## src/rtl/ss_pkg.sv

```systemverilog
package ss_pkg;

    typedef enum logic [2:0] {
        ST_IDLE,
        ST_WAIT,
        ST_RAMP,
        ST_BACK,
        ST_RUN
    } ss_state_e;

    typedef struct packed {
        logic in_win;
        logic ov;
        logic uv;
    } sense_t;

    function automatic int max2(input int a, input int b);
        return (a > b) ? a : b;
    endfunction

    function automatic int arm_code(input int width, input int pct);
        return ((1 << width) * pct) / 100;
    endfunction

    function automatic int cnt_width(input int limit);
        return (limit < 2) ? 1 : $clog2(limit);
    endfunction

endpackage

```

## src/rtl/ss_delay.sv

```systemverilog
module ss_delay #(
    parameter int CW = 7
) (
    input  logic          clk,
    input  logic          rst,
    input  logic          run,
    input  logic [CW-1:0] last,
    output logic          expired
);
    logic [CW-1:0] cnt;

    assign expired = run && (cnt == last);

    always_ff @(posedge clk) begin
        if (rst || !run || expired) begin
            cnt <= '0;
        end else begin
            cnt <= cnt + 1'b1;
        end
    end
endmodule

```

## src/rtl/ss_ramp.sv

```systemverilog
module ss_ramp #(
    parameter int REF_W = 10,
    parameter int ARM   = 819
) (
    input  logic             clk,
    input  logic             rst,
    input  logic             clr,
    input  logic             inc,
    output logic [REF_W-1:0] ref_code,
    output logic             at_top,
    output logic             past_arm
);
    localparam logic [REF_W-1:0] ARM_V = REF_W'(ARM);

    assign at_top   = &ref_code;
    assign past_arm = (ref_code >= ARM_V);

    always_ff @(posedge clk) begin
        if (rst || clr) begin
            ref_code <= '0;
        end else if (inc) begin
            ref_code <= ref_code + 1'b1;
        end
    end
endmodule

```

## src/rtl/ss_pg.sv

```systemverilog
module ss_pg
    import ss_pkg::*;
#(
    parameter int PG_DLY = 3
) (
    input  logic   clk,
    input  logic   rst,
    input  logic   in_run,
    input  sense_t sense,
    output logic   pgood
);
    localparam int PW = $clog2(PG_DLY + 1);
    localparam logic [PW-1:0] PG_LAST = PW'(PG_DLY);

    logic [PW-1:0] pg_cnt;
    logic          aged;

    assign aged  = in_run && (pg_cnt == PG_LAST);
    assign pgood = aged && sense.in_win && !sense.ov && !sense.uv;

    always_ff @(posedge clk) begin
        if (rst || !in_run) begin
            pg_cnt <= '0;
        end else if (pg_cnt != PG_LAST) begin
            pg_cnt <= pg_cnt + 1'b1;
        end
    end
endmodule

```

## src/rtl/softstart_seq.sv

```systemverilog
module softstart_seq
    import ss_pkg::*;
#(
    parameter int REF_W       = 10,
    parameter int INIT_DLY    = 64,
    parameter int RESTART_DLY = 64,
    parameter int PG_DLY      = 3,
    parameter int ARM_PCT     = 80
) (
    input  logic             clk,
    input  logic             rst,
    input  logic             supply_a_ok,
    input  logic             supply_b_ok,
    input  logic             enable,
    input  logic             sense_in_win,
    input  logic             sense_ov,
    input  logic             sense_uv,
    output logic [REF_W-1:0] ref_code,
    output logic             uv_arm,
    output logic             ss_done,
    output logic             pgood
);
    localparam int DCW = cnt_width(max2(INIT_DLY, RESTART_DLY));
    localparam int ARM = arm_code(REF_W, ARM_PCT);
    localparam logic [DCW-1:0] INIT_LAST = DCW'(INIT_DLY - 1);
    localparam logic [DCW-1:0] BACK_LAST = DCW'(RESTART_DLY - 1);

    ss_state_e      st, nxt;
    logic           go;
    logic           restart;
    logic           dly_run;
    logic [DCW-1:0] dly_last;
    logic           dly_expired;
    logic           ramp_clr;
    logic           ramp_inc;
    logic           at_top;
    logic           past_arm;
    sense_t         sense;

    assign go      = supply_a_ok && supply_b_ok && enable;
    assign restart = (st == ST_RAMP) && sense_uv && past_arm;
    assign sense   = '{in_win: sense_in_win, ov: sense_ov, uv: sense_uv};

    always_comb begin
        nxt = st;
        if (!go) begin
            nxt = ST_IDLE;
        end else begin
            unique case (st)
                ST_IDLE: nxt = ST_WAIT;
                ST_WAIT: if (dly_expired) nxt = ST_RAMP;
                ST_RAMP: begin
                    if (restart)     nxt = ST_BACK;
                    else if (at_top) nxt = ST_RUN;
                end
                ST_BACK: if (dly_expired) nxt = ST_RAMP;
                ST_RUN:  nxt = ST_RUN;
                default: nxt = ST_IDLE;
            endcase
        end
    end

    always_ff @(posedge clk) begin
        if (rst) begin
            st <= ST_IDLE;
        end else begin
            st <= nxt;
        end
    end

    assign dly_run  = go && ((st == ST_WAIT) || (st == ST_BACK));
    assign dly_last = (st == ST_WAIT) ? INIT_LAST : BACK_LAST;

    ss_delay #(.CW(DCW)) u_delay (
        .clk     (clk),
        .rst     (rst),
        .run     (dly_run),
        .last    (dly_last),
        .expired (dly_expired)
    );

    assign ramp_clr = !go || restart || ((st != ST_RAMP) && (st != ST_RUN));
    assign ramp_inc = go && (st == ST_RAMP) && !at_top && !restart;

    ss_ramp #(.REF_W(REF_W), .ARM(ARM)) u_ramp (
        .clk      (clk),
        .rst      (rst),
        .clr      (ramp_clr),
        .inc      (ramp_inc),
        .ref_code (ref_code),
        .at_top   (at_top),
        .past_arm (past_arm)
    );

    assign uv_arm  = past_arm && ((st == ST_RAMP) || (st == ST_RUN));
    assign ss_done = (st == ST_RUN);

    ss_pg #(.PG_DLY(PG_DLY)) u_pg (
        .clk    (clk),
        .rst    (rst),
        .in_run (ss_done),
        .sense  (sense),
        .pgood  (pgood)
    );
endmodule

```

## config.mk

```make
export PLATFORM = sky130hd
export DESIGN_NAME = softstart_seq
export DESIGN_NICKNAME = d
export VERILOG_FILES = /design/src/rtl/ss_pkg.sv /design/src/rtl/ss_delay.sv /design/src/rtl/ss_ramp.sv /design/src/rtl/ss_pg.sv /design/src/rtl/softstart_seq.sv
export SDC_FILE = /design/constraint.sdc
export NUM_CORES = 1
export LEC_CHECK = 0
export BUFFER_PORTS_ARGS = -buffer_cell sky130_fd_sc_hd__buf_2
export CAP_MARGIN = 15
export CORE_MARGIN = 3
export CORE_UTILIZATION = 56
export DETAILED_ROUTE_END_ITERATION = 8
export PLACE_DENSITY = 0.81
export RECOVER_POWER = 50
export SLEW_MARGIN = 20
export SYNTH_ARGS = -nofsm -noshare
export SYNTH_HDL_FRONTEND = slang
export SYNTH_SLANG_ARGS = --single-unit
```

## constraint.sdc

```tcl
create_clock -name clk -period 5.74 [get_ports clk]
set_clock_uncertainty 0.2 [all_clocks]
set_input_delay 0.287 -clock clk [delete_from_list [all_inputs] [get_ports clk]]
set_output_delay 0.287 -clock clk [all_outputs]
set_load 0.02 [all_outputs]
```

; Yosys cells after proc, flatten, opt, wreduce, memory -nomap -nowiden
; Index checks and enable logic that the tools add are counted.
[totals]
reg_bits = 21
in_bits = 8
output_inout_bits = 13
elab_cells = 59
[classes]
n_addsub = 3
order_cmp = 1
eq_ne = 11
n_mux = 4
n_bitwise = 1
reduce_logical = 35
[op_table]
columns = op, n
row1 = logical AND 1 bit, 15
row2 = one-hot mux 3 bit (4 select lines), 1
row3 = "adder 10 x 1 -> 10 bit, second input constant", 1
row4 = "greater-or-equal comparator 10 bit, second input constant", 1
row5 = AND reduction 10 bit, 1
row6 = two-way mux 3 bit, 3
row7 = logical OR 1 bit, 8
row8 = logical NOT 1 bit, 7
row9 = "adder 6 x 1 -> 6 bit, second input constant", 1
row10 = "equality test 3 x 2 -> 1 bit, second input constant", 2
row11 = "equality test 6 bit, second input constant", 1
row12 = "!= test 3 bit, second input constant", 2
row13 = OR reduction 2 bit, 2
row14 = "equality test 3 x 1 -> 1 bit, second input constant", 1
row15 = "equality test 3 bit, second input constant", 1
row16 = logical NOT 3 bit, 1
row17 = "!= test 3 x 2 -> 1 bit, second input constant", 1
row18 = "adder 2 x 1 -> 2 bit, second input constant", 1
row19 = "equality test 2 bit, second input constant", 1
row20 = "!= test 2 x 1 -> 1 bit, second input constant", 1
row21 = "!= test 2 bit, second input constant", 1
row22 = AND reduction 2 bit, 1
row23 = NOT 1 bit, 1

; Depth between registers and ports, before layout
[depth]
depth_word = 6
ltp_mapped = 7
mapped_depth_nobuf = 7

; By module
; From an unflattened synthesis, not the netlist that was laid out.
[unflattened]
cells_unflattened = 126
area_unflattened_um2 = 1118.6
[modules_own_cells]
columns = module, instances, cells_each, area_each_um2, seq_area_each_um2
row1 = ss_ramp, 1, 57, 480.5, 200.2
row2 = ss_delay, 1, 35, 347.8, 120.1
row3 = softstart_seq, 1, 24, 190.2, 60.1
row4 = ss_pg, 1, 10, 100.1, 40.0

; Worst setup path after synthesis
; No wires, ideal clock.
[synth_path]
path_kind = register to register
start = reg u_ramp.ref_code[0]
end = reg u_ramp.ref_code[3]
setup_ns = 0.072
arrival_time_ns = 1.829
t_required_ns = 5.468
setup_slack_ns = 3.639
stages_incl_launch_ff = 8
n_path_buf = 1
synth_period_minus_slack_ns = 2.101
path_cell_list = dfxtp_1 -> ha_1 -> and3_2 -> a311oi_2 -> o21ai_2 -> buf_6 -> or3_1 -> a21oi_1
[synth_between]
elab_chain_len = 5
elab_cells_between_ends = 11
classes_between = add/sub: 1 / order compare: 1 / reduce/logical: 9
[synth_lines]
columns = element, line
row1 = start: declaration, ss_ramp.sv:9  ; output logic [REF_W-1:0] ref_code,
row2 = start signal: assignment, ss_ramp.sv:22  ; ref_code <= ref_code + 1'b1;
row3 = greater-or-equal comparator 10 bit, ss_ramp.sv:16  ; assign past_arm = (ref_code >= ARM_V);
row4 = logical AND 1 bit, softstart_seq.sv:41  ; assign restart = (st == ST_RAMP) && sense_uv && past_arm;
row5 = logical OR 1 bit (2 in series), softstart_seq.sv:82  ; assign ramp_clr = !go || restart || ((st != ST_RAMP) && (st != ST_RUN));
row6 = logical OR 1 bit, ss_ramp.sv:19  ; if (rst || clr) begin
; Several ways; a longest one is shown, not always the timed one.
; A chain may end at the register's enable or synchronous reset.

; Final worst setup path
[layout_path]
start = reg u_ramp.ref_code[0]
end = reg u_ramp.ref_code[8]
; The elaborated chain is that of the path after synthesis.

==> parameters.txt <==
Parameter                              Value

STA
  Period utilisation layout ... a little under two fifths
  Slew @ Worst Pin ... between 400 and 500 ps
  Highest clock frequency the design can meet ... 460.6 MHz
  Final Hold Vio Count ... 0
  Setup Total Neg Slack ... 0 ps
  Max transition margin ... 69.26%
  Unrepaired setup endpoints after global routing ... false
  Final-report max-slew violation count ... 0
  Setup violators final ... 0
  Shortest clock period the worst path allows after layout ... 2171 ps
  Post-route setup slack ... between 3000 and 4000 ps

Placement
  Port Buffer Count ... 20
  Setup slack after placement ... roughly 3600 ps
  Post-detail-place hpwl ... 1670 um
  Total placed instance area ... roughly 1200 um^2
  Weighted congestion at the end of routability-driven global placement ... between 0.8 and 0.9

Setup path
  WP data arrival ... ~2200 ps
  Category of the worst setup path launch point ... flop
  Launching point of the worst reg2reg path ... u_ramp.ref_code[0]
  Worst Path Required ... ~5800 ps
  Critical-path maximum fanout ... 12
  Nature of the critical path endpoint ... flop
  Crit. Startpoint ... u_ramp.ref_code[0]
  Crit Path Class ... flop to flop

Floorplan
  Core box area ... ~1600 um^2
  Horizontal die dimension ... about 50 um
  Number of rows in the core area ... 14
  Number of top-level pins ... 21
  Initial Utilization ... 63.98%
  Area of the die ... about 2400 um^2
  Die Y-Extent ... just under 50 um

Route
  WL/cell ... around 13 um
  WL final ... ~2200 um
  Routed vias ... just under 1000
  Antenna violation net count after detailed routing ... 0
  Detailed-router iteration count before antenna repair ... 4
  DRC violations left ... 0
  Via-to-Cell Ratio ... ~5.7
  Number of DRC markers after the initial detailed-route iteration ... 11

Yosys
  Syn_area_per_cell ... between 8 and 9 um^2
  Count of state elements after synthesis ... 21
  Synth warn ... 0
  Post-synthesis cell count ... ~130
  Fraction of post-synthesis cell area in the top cell type by area ... 40.34%
  Count leader, synth ... dfxtp_1
  Synth area leaders ... dfxtp_1, nor2_1, a21oi_1, nand2_1, nand3_1
  Synth cell types ... 34
  Top post-synthesis cells by count ... dfxtp_1, nor2_1, a21oi_1, nand2_1, nand3_1
  Most area-hungry cell type in the Yosys netlist ... dfxtp_1
  Main flop type after synthesis ... dfxtp_1
  Number of flops mapped to enable cells by yosys ... 0
  Sequential fraction of the synthesis area ... a little over 40%
  Share of synthesized flip-flops with an asynchronous set or reset ... 0%
  Post-Syn Nets ... ~140
  Combined area of all synthesized cells ... about 1000 um^2

Clock network
  TritonCTS clock tree ... yes
  Worst-skew pair later-pin latency ... approximately 300 ps
  Clk sinks ... 21
  CTS-repair resized insts ... 0
  H-tree levels ... 1
  Post-CTS Setup Bufs ... 0
  Cts bufs inserted ... 3
  Clk slew on worst S/H paths ... 120 ps
  Library cell used as clock root buffer ... clkbuf_4
  CTS Buffer Depth ... 2
  Number of hold buffers added after CTS ... 1

Finish
  Post-Route Utilization ... about 72%
  Layout Cell Area excl Fill ... 1179 um^2
  Antenna Diode Count ... 0
  Number of nets at the end of the flow ... between 150 and 200
  Share of layout cells above drive strength 1 ... between 10% and 20%
  Syn-to-layout area delta ... 13.09%

GRT
  Largest net degree at the start of global routing ... 13
  Initial antenna violation count ... 0
  Via count of the first global-routing pass ... around 920
  Total global routing track utilization ... just over 20%
  First-pass GRT wire length ... just under 4000 um
  GRT Residual Overflow ... 0

Job
  MaxCap Viol Count ... 0

Pwr
  Worst VDD drop ... ~220 uV
  Leakage power total ... roughly 0.39 nW
  Power per Cell Area ... between 150 and 200 nW/um^2
  Post-route total power ... around 0.22 mW

Outcome
  Outcome ... complete, no violations

Hold path
  Hold crit path type ... primary input to flop
  Worst Min Path Start ... sense_uv
-- power by group --
part / internal [mW] / leakage, nW / total (mW) / switching (mW)
Clock: 0.0271 / 0.0150 / 0.0706 / 0.0436
Sequential: 0.146 / 0.169 / 0.146 / 0.000364
Combinational: 0.00301 / 0.202 / 0.00570 / 0.00268
Total: 0.176 / 0.386 / 0.223 / 0.0466
-- metrics by stage --
stage / cells / hold WS [ps]
after floorplan: 126 / 166.3
after detailed placement: 168 / 241.7
after CTS: 173 / 132.0
final: 173 / 143.3
after global placement: 168 / 228.1
after global routing: 173 / 151.9
-- cells by family after synthesis --
| kind of cell | synth area share, % |
|---|---|
| AOI/OAI and AO/OA | 16.45 |
| xor gates and xnor gates | 5.042 |
| adders and majority gates | 3.602 |
| buffers and inverters | 3.601 |
| DFF | 40.34 |
| muxes | 1.921 |
| and+or+nand+nor | 29.05 |
-- registers in the layout, summed over array words and instances, names as in the netlist --
| name | count |
|---|---|
| st | 3 |
| u_delay.cnt | 6 |
| u_pg.pg_cnt | 2 |
| u_ramp.ref_code | 10 |
-- area by class of cell --
type / instances / area (um^2)
multi-input cells: 97 / 584.3
fillers: 152 / 450.4
flip-flops and latches: 21 / 420.4
repair buffers: 21 / 95.09
well taps: 24 / 30.03
clock buffers: 4 / 26.28
inverters: 6 / 22.52
-- path summary, 6_finish.rpt --
| path | end | slack [ps] | cells after the start |
|---|---|---|---|
| hold / removal | st[2] | 140 | 4 |
| setup / recovery | u_ramp.ref_code[8] | 3570 | 6 |
| setup reg to reg | u_ramp.ref_code[8] | 3570 | 6 |
| hold reg to reg | u_delay.cnt[0] | 260 | 1 |
-- cell usage in the layout (no fill, tap or decap), drive strengths merged --
cell	instances
a311oi	2
nand4	3
xnor2	2
nor2	15
or3b	2
o31ai	3
ha	3
nand3	8
a31oi	1
o21ai	7
dfxtp	21
a21oi	11
and4	1
clkbuf	16
o31a	1
dlygate4sd3	1
or4	2
nand2	11
mux2i	2
inv	6
nor3b	1
and3	1
and2	1
nand2b	1
xor2	4
nor3	4
or2	2
or3	7
o211ai	1
o2111ai	1
buf	8
-- critical path, stage by stage (launching register included) --
cell and delay, ps:
dfxtp_1 370, ha_1 250, and3_2 240, a311oi_2 280
o21ai_2 190, or4_1 430, a21oi_1 150
-- layer usage --
metal,share of wire (%),GRT usage [%],up-vias
met2,47,34.38,24
met3,4.6,6.116,4
met1,47,24.72,448
li1,-,-,502
met5,0,0,-
met4,1.6,7.109,0
Power figures use the tool's default switching activity.
